## config.mk

```make
export PLATFORM = sky130hd
export DESIGN_NAME = sconv_ctrl
export DESIGN_NICKNAME = d
export VERILOG_FILES = /design/src/rtl/sconv_pkg.sv /design/src/rtl/sconv_edge.sv /design/src/rtl/sconv_count.sv /design/src/rtl/sconv_shift.sv /design/src/rtl/sconv_power.sv /design/src/rtl/sconv_ctrl.sv
export SDC_FILE = /design/constraint.sdc
export NUM_CORES = 1
export LEC_CHECK = 0
export ABC_AREA = 1
export CAP_MARGIN = 10
export CORE_ASPECT_RATIO = 0.6
export CORE_MARGIN = 2
export CORE_UTILIZATION = 50
export DETAILED_ROUTE_END_ITERATION = 16
export HOLD_SLACK_MARGIN = 0.03
export PLACE_DENSITY_LB_ADDON = 0.05
export SETUP_SLACK_MARGIN = 0.15
export SLEW_MARGIN = 20
export SYNTH_ARGS = -nofsm -noshare
export SYNTH_HDL_FRONTEND = slang
export SYNTH_SLANG_ARGS = --single-unit
```

## constraint.sdc

```tcl
create_clock -name clk -period 3.9 [get_ports clk]
set_input_delay 0.585 -clock clk [delete_from_list [all_inputs] [get_ports clk]]
set_output_delay 0.585 -clock clk [all_outputs]
set_load 0.02 [all_outputs]
```

## src/rtl/sconv_pkg.sv

```systemverilog
package sconv_pkg;
  typedef enum logic [1:0] {
    MODE_UNKNOWN  = 2'b00,
    MODE_NORMAL   = 2'b01,
    MODE_SHUTDOWN = 2'b10
  } pmode_e;
endpackage

```

## src/rtl/sconv_edge.sv

```systemverilog
module sconv_edge #(
  parameter logic RST_VAL = 1'b1
) (
  input  logic clk,
  input  logic rst,
  input  logic sig_i,
  output logic rise_o,
  output logic fall_o
);
  logic lvl_q;

  always_ff @(posedge clk) begin
    if (rst) lvl_q <= RST_VAL;
    else     lvl_q <= sig_i;
  end

  assign rise_o = ~lvl_q & sig_i;
  assign fall_o = lvl_q & ~sig_i;
endmodule

```

## src/rtl/sconv_count.sv

```systemverilog
module sconv_count #(
  parameter int MAX = 16,
  parameter int W   = $clog2(MAX + 1)
) (
  input  logic         clk,
  input  logic         rst,
  input  logic         clr,
  input  logic         inc,
  output logic [W-1:0] cnt_o
);
  always_ff @(posedge clk) begin
    if (rst || clr)                    cnt_o <= '0;
    else if (inc && cnt_o != W'(MAX))  cnt_o <= cnt_o + 1'b1;
  end


  cnt_sat_chk: assert property (@(posedge clk) disable iff (rst)
    cnt_o <= W'(MAX));
endmodule

```

## src/rtl/sconv_shift.sv

```systemverilog
module sconv_shift #(
  parameter int DATA_W     = 8,
  parameter int LEAD_ZEROS = 3,
  parameter int FRAME_LEN  = 16,
  parameter int CNT_W      = $clog2(FRAME_LEN + 1)
) (
  input  logic              clk,
  input  logic              rst,
  input  logic              start_i,
  input  logic              abort_i,
  input  logic              step_i,
  input  logic [CNT_W-1:0]  fall_cnt_i,
  input  logic [DATA_W-1:0] code_i,
  output logic              sdata_o,
  output logic              sdata_oe_o
);
  localparam int TRAIL = FRAME_LEN - LEAD_ZEROS - DATA_W;

  logic [FRAME_LEN-1:0] word_c;
  logic [FRAME_LEN-1:0] shreg_q;
  logic                 last_c;

  assign word_c = {{LEAD_ZEROS{1'b0}}, code_i, {TRAIL{1'b0}}};
  assign last_c = (fall_cnt_i == CNT_W'(FRAME_LEN - 1));

  always_ff @(posedge clk) begin
    if (rst) begin
      shreg_q    <= '0;
      sdata_o    <= 1'b0;
      sdata_oe_o <= 1'b0;
    end else if (start_i) begin
      shreg_q    <= word_c;
      sdata_o    <= word_c[FRAME_LEN-1];
      sdata_oe_o <= 1'b1;
    end else if (abort_i) begin
      sdata_o    <= 1'b0;
      sdata_oe_o <= 1'b0;
    end else if (step_i) begin
      if (last_c) begin
        sdata_o    <= 1'b0;
        sdata_oe_o <= 1'b0;
      end else begin
        shreg_q <= shreg_q << 1;
        sdata_o <= shreg_q[FRAME_LEN-2];
      end
    end
  end


  float_zero_chk: assert property (@(posedge clk) disable iff (rst)
    !sdata_oe_o |-> !sdata_o);


  end_float_chk: assert property (@(posedge clk) disable iff (rst)
    (fall_cnt_i == CNT_W'(FRAME_LEN)) |-> !sdata_oe_o);


  lead_zero_chk: assert property (@(posedge clk) disable iff (rst)
    $rose(sdata_oe_o) |-> !sdata_o);
endmodule

```

## src/rtl/sconv_power.sv

```systemverilog
module sconv_power
  import sconv_pkg::*;
#(
  parameter int SLEEP_MIN = 2,
  parameter int AWAKE_AT  = 10,
  parameter int CNT_W     = 5
) (
  input  logic             clk,
  input  logic             rst,
  input  logic             cs_fall_i,
  input  logic             cs_rise_i,
  input  logic             fall_inc_i,
  input  logic [CNT_W-1:0] fall_cnt_i,
  output pmode_e           mode_o,
  output logic             valid_o
);
  logic sleep_c;
  logic wake_c;

  assign sleep_c = cs_rise_i && (fall_cnt_i >= CNT_W'(SLEEP_MIN))
                             && (fall_cnt_i <  CNT_W'(AWAKE_AT));
  assign wake_c  = fall_inc_i && (fall_cnt_i == CNT_W'(AWAKE_AT - 1));

  always_ff @(posedge clk) begin
    if (rst) begin
      mode_o  <= MODE_UNKNOWN;
      valid_o <= 1'b0;
    end else begin
      if (sleep_c) begin
        mode_o  <= MODE_SHUTDOWN;
        valid_o <= 1'b0;
      end else if (wake_c) begin
        mode_o <= MODE_NORMAL;
      end
      if (cs_fall_i) valid_o <= (mode_o == MODE_NORMAL);
    end
  end


  sleep_invalid_chk: assert property (@(posedge clk) disable iff (rst)
    (mode_o == MODE_SHUTDOWN) |-> !valid_o);


  no_unknown_return_chk: assert property (@(posedge clk) disable iff (rst)
    (mode_o != MODE_UNKNOWN) |=> (mode_o != MODE_UNKNOWN));


  valid_src_chk: assert property (@(posedge clk) disable iff (rst)
    $rose(valid_o) |-> ($past(mode_o) == MODE_NORMAL));
endmodule

```

## src/rtl/sconv_ctrl.sv

```systemverilog
module sconv_ctrl
  import sconv_pkg::*;
#(
  parameter int DATA_W     = 8,
  parameter int LEAD_ZEROS = 3,
  parameter int FRAME_LEN  = 16,
  parameter int TRACK_RISE = 13,
  parameter int SLEEP_MIN  = 2,
  parameter int AWAKE_AT   = 10
) (
  input  logic              clk,
  input  logic              rst,
  input  logic              sclk_i,
  input  logic              cs_n_i,
  input  logic [DATA_W-1:0] conv_code_i,
  output logic              sdata_o,
  output logic              sdata_oe_o,
  output logic              track_o,
  output logic [1:0]        mode_o,
  output logic              result_valid_o
);
  localparam int CNT_W = $clog2(FRAME_LEN + 1);

  logic cs_rise, cs_fall, sclk_rise, sclk_fall;
  logic frame_live, fall_inc, rise_inc, step;
  logic [CNT_W-1:0] fall_cnt, rise_cnt;
  pmode_e mode;

  sconv_edge #(.RST_VAL(1'b1)) u_cs_edge (
    .clk(clk), .rst(rst), .sig_i(cs_n_i), .rise_o(cs_rise), .fall_o(cs_fall));

  sconv_edge #(.RST_VAL(1'b1)) u_sclk_edge (
    .clk(clk), .rst(rst), .sig_i(sclk_i), .rise_o(sclk_rise), .fall_o(sclk_fall));

  assign frame_live = ~cs_n_i & ~cs_fall;
  assign fall_inc   = sclk_fall & frame_live;
  assign rise_inc   = sclk_rise & frame_live;
  assign step       = fall_inc && (fall_cnt < CNT_W'(FRAME_LEN));

  sconv_count #(.MAX(FRAME_LEN), .W(CNT_W)) u_fall_cnt (
    .clk(clk), .rst(rst), .clr(cs_n_i), .inc(fall_inc), .cnt_o(fall_cnt));

  sconv_count #(.MAX(TRACK_RISE), .W(CNT_W)) u_rise_cnt (
    .clk(clk), .rst(rst), .clr(cs_n_i), .inc(rise_inc), .cnt_o(rise_cnt));

  sconv_shift #(
    .DATA_W(DATA_W), .LEAD_ZEROS(LEAD_ZEROS), .FRAME_LEN(FRAME_LEN), .CNT_W(CNT_W)
  ) u_shift (
    .clk(clk), .rst(rst), .start_i(cs_fall), .abort_i(cs_rise), .step_i(step),
    .fall_cnt_i(fall_cnt), .code_i(conv_code_i),
    .sdata_o(sdata_o), .sdata_oe_o(sdata_oe_o));

  sconv_power #(
    .SLEEP_MIN(SLEEP_MIN), .AWAKE_AT(AWAKE_AT), .CNT_W(CNT_W)
  ) u_power (
    .clk(clk), .rst(rst), .cs_fall_i(cs_fall), .cs_rise_i(cs_rise),
    .fall_inc_i(fall_inc), .fall_cnt_i(fall_cnt),
    .mode_o(mode), .valid_o(result_valid_o));

  assign mode_o = mode;

  always_ff @(posedge clk) begin
    if (rst)                                                   track_o <= 1'b1;
    else if (cs_fall)                                          track_o <= 1'b0;
    else if (cs_rise)                                          track_o <= 1'b1;
    else if (rise_inc && rise_cnt == CNT_W'(TRACK_RISE - 1))   track_o <= 1'b1;
  end


  idle_track_chk: assert property (@(posedge clk) disable iff (rst)
    (cs_n_i && !cs_rise) |-> track_o);


  idle_float_chk: assert property (@(posedge clk) disable iff (rst)
    (cs_n_i && !cs_rise) |-> !sdata_oe_o);
endmodule

```

==> run metrics <==
average cell area after synthesis 6.67 µm²; cell area reported after detailed placement 0.00173 mm²; library cell with the largest summed area after synthesis sky130_fd_sc_hd__dfxtp_1; clock transition at the registers of the reported paths 100 ps; core utilization of the finished layout 61.3%; Peak supply drop 0.219 mV; startpoint types input pin; number of cells produced by synthesis 232; share of cells above drive strength 1 ~3.6%; via count of the first global-routing pass between 1k and 1.5k; number of flip-flops and latches in the synthesized netlist 28; finished layout cell area roughly 0.0018 mm²; drc violations 0; worst setup path end u_shift.shreg_q[5]; global-route wire length before repair a little over 5 mm; Max Transition Viols Final 0; worst-case setup slack after placement 1340 ps; Nets 270; CP arrival 2460 ps; Hold Violations, Final 0; Critical Path Fanout Max 19; width of the die 75.8 µm; max-cap violation count 0; TritonCTS clock tree yes; setup repair after global routing missed its margin false; post-synthesis sequential area ratio 36.2%; Filler Cells Inserted 278; highest clock frequency the design can meet 440 MHz; R2R Path Start u_cs_edge.lvl_q; minimum clock period after layout between 2000 and 2500 ps; Final Worst Setup Slack 1630 ps; Relative slew margins 62.7%; via count 1381; maximum count of clock buffers along a single path 2; antenna violations before repair 0; number of different library cells in the post-synthesis netlist 20; Layout Skew ~2.2 ps; # Post-CTS Setup Buffers 0; Setup Total Neg Slack 0 ps; std cell rows 15; average routed wire per standard cell 10.8 µm; net count after synthesis 254; final cycle utilization of the critical path between 50 and 60%; HPWL reported at the end of detailed placement 2.30 mm; number of placed I/O pins 18; core area around 0.0029 mm²; count of routing violations after the opening detailed-route iteration approximately 130; internal reg-to-reg setup slack 2120 ps; antenna cell count 0; hold crit path type reg -> reg; final WL 3.13 mm; start point of the critical path cs_n_i; final setup fails 0; pwr dens 315 mW/mm²; total of cells resized after clock tree synthesis 0; Final ANT Viol Nets 0; global placer's final weighted congestion 0.833; Worst Tran Pin Value 559 ps; CTS Hold Buffers Added 0; run status complete, no violations; later-pin clock latency in the skew report 280 ps; ratio of routed vias to standard cells 4.78; category of the critical setup timing path in -> reg; cell at the root of the clock tree sky130_fd_sc_hd__clkbuf_8; area share of the leading cell type in the synthesized netlist 36.2%; grt ovf 0; static power due to leakage 0.777 nW; count of TritonRoute iterations in the first routing pass 6; cell types occupying the most area after synthesis sky130_fd_sc_hd__dfxtp_1 (36%), sky130_fd_sc_hd__nand2_1 (14%), sky130_fd_sc_hd__nand3_1 (8.7%); CP endpoint kind register; cell area after synthesis 0.00155 mm²; area enclosed by the die boundary 0.00357 mm²; number of buffers created by CTS 3; sinks on the clock net 28; multi-input combinational cell area 815 µm²; overall routing resource usage 20.6%; initial cell density of the core ~53%; H-Tree Level Count 1; IO buf count 17; critical register-to-register path endpoint u_shift.shreg_q[5]; largest net degree at the start of global routing 20; signed area change from the synthesized netlist to the final layout 15.4%; worst reg-to-reg path cell count 4; vertical extent of the die 47.1 µm; footprint of the flip-flops and latches 561 µm²; number of warnings reported in the yosys synthesis log 0; required arrival time at the worst endpoint 4080 ps
-- worst max-delay path, cell delays in order --
cell	delay [ps]
sky130_fd_sc_hd__clkdlybuf4s50_1	420
sky130_fd_sc_hd__inv_1	110
sky130_fd_sc_hd__ha_1	520
sky130_fd_sc_hd__nand2_1	460
sky130_fd_sc_hd__a21oi_1	290
sky130_fd_sc_hd__nor2_1	60
-- cell type report --
| cell class | instances | area share [%] |
|---|---|---|
| tap | 42 | 2.95 |
| clock buffer | 4 | 3.09 |
| inverter | 35 | 7.36 |
| sequential | 28 | 31.4 |
| multi-input combinational | 163 | 45.7 |
| timing repair buffer | 17 | 9.54 |
-- flip-flops by register name (all words and copies together), names as in the netlist --
| signal | count |
|---|---|
| u_shift.shreg_q | 10 |
| u_fall_cnt.cnt_o | 5 |
| u_rise_cnt.cnt_o | 5 |
| u_power.mode_o | 2 |
| track_o | 1 |
| u_cs_edge.lvl_q | 1 |
| u_power.valid_o | 1 |
| u_sclk_edge.lvl_q | 1 |
| u_shift.sdata_o | 1 |
| u_shift.sdata_oe_o | 1 |
-- worst min path at each step --
stage	from	endpoint	slack (ps)	cells past startpoint
6_report	u_shift.sdata_o	u_shift.sdata_o	480	2
5_1_grt	u_power.mode_o[1]	u_power.mode_o[1]	520	2
4_1_cts	u_shift.sdata_o	u_shift.sdata_o	480	2
3_5_place_dp	u_shift.sdata_o	u_shift.sdata_o	470	2
3_3_place_gp	u_shift.sdata_o	u_shift.sdata_o	470	2
2_1_floorplan	u_shift.shreg_q[13]	u_shift.shreg_q[13]	450	2
-- metal layers --
layer	GRT usage [%]	routed length (µm)
met1	29.1	1700
met3	6.65	141
met5	0	0
met2	29.3	1260
met4	8.42	28
-- power by group --
group	switching (mW)	internal, mW
Sequential	0.00421	0.297
Combinational	0.0426	0.0320
Clock	0.0949	0.0907
Total	0.142	0.420
-- cell families (layout without fill, tap and decap cells) --
group	after synthesis	after routing	synth area share, %
AO/OA/AOI/OAI	31	31	10.4
buffers and inverters	41	56	11.1
AND/OR/NAND/NOR	122	122	34.2
adder cells (fa/ha/maj)	10	10	8.09
flip-flops	28	28	36.2
-- synth_stat cells --
cell type                   n
sky130_fd_sc_hd__nand3_1   27
sky130_fd_sc_hd__nand3_4    1
sky130_fd_sc_hd__buf_4      2
sky130_fd_sc_hd__dfxtp_1   28
sky130_fd_sc_hd__nor3_1     1
sky130_fd_sc_hd__o211ai_1   1
sky130_fd_sc_hd__ha_1      10
sky130_fd_sc_hd__buf_2      2
sky130_fd_sc_hd__nand2_2    2
sky130_fd_sc_hd__nor2_1    28
sky130_fd_sc_hd__or2_2      1
sky130_fd_sc_hd__o21ai_0   11
sky130_fd_sc_hd__nor2_4     1
sky130_fd_sc_hd__clkbuf_1   1
sky130_fd_sc_hd__a21boi_0   1
sky130_fd_sc_hd__nand2_1   58
sky130_fd_sc_hd__buf_6      1
sky130_fd_sc_hd__inv_1     35
sky130_fd_sc_hd__nand4_1    3
sky130_fd_sc_hd__a21oi_1   18
-- stage by stage --
| step | std cells | hold WS (ps) | power, mW |
|---|---|---|---|
| 3_3_place_gp | 285 | 466 | 0.381 |
| 4_1_cts | 289 | 484 | 0.571 |
| 5_1_grt | 289 | 522 | 0.592 |
| 2_1_floorplan | 232 | 450 | 0.357 |
| 3_5_place_dp | 285 | 469 | 0.382 |
| 6_report | 289 | 483 | 0.561 |
-- cell usage in the layout (no fill, tap or decap) --
cell	n
sky130_fd_sc_hd__a21oi_1	18
sky130_fd_sc_hd__o211ai_1	1
sky130_fd_sc_hd__nand4_1	3
sky130_fd_sc_hd__nor2_4	1
sky130_fd_sc_hd__clkdlybuf4s50_1	17
sky130_fd_sc_hd__or2_2	1
sky130_fd_sc_hd__nand2_2	2
sky130_fd_sc_hd__nand2_1	58
sky130_fd_sc_hd__inv_1	35
sky130_fd_sc_hd__nor3_1	1
sky130_fd_sc_hd__clkbuf_8	4
sky130_fd_sc_hd__dfxtp_1	28
sky130_fd_sc_hd__a21boi_0	1
sky130_fd_sc_hd__nand3_4	1
sky130_fd_sc_hd__o21ai_0	11
sky130_fd_sc_hd__nand3_1	27
sky130_fd_sc_hd__nor2_1	28
sky130_fd_sc_hd__ha_1	10
No activity file was read; power rests on OpenSTA's default activity.
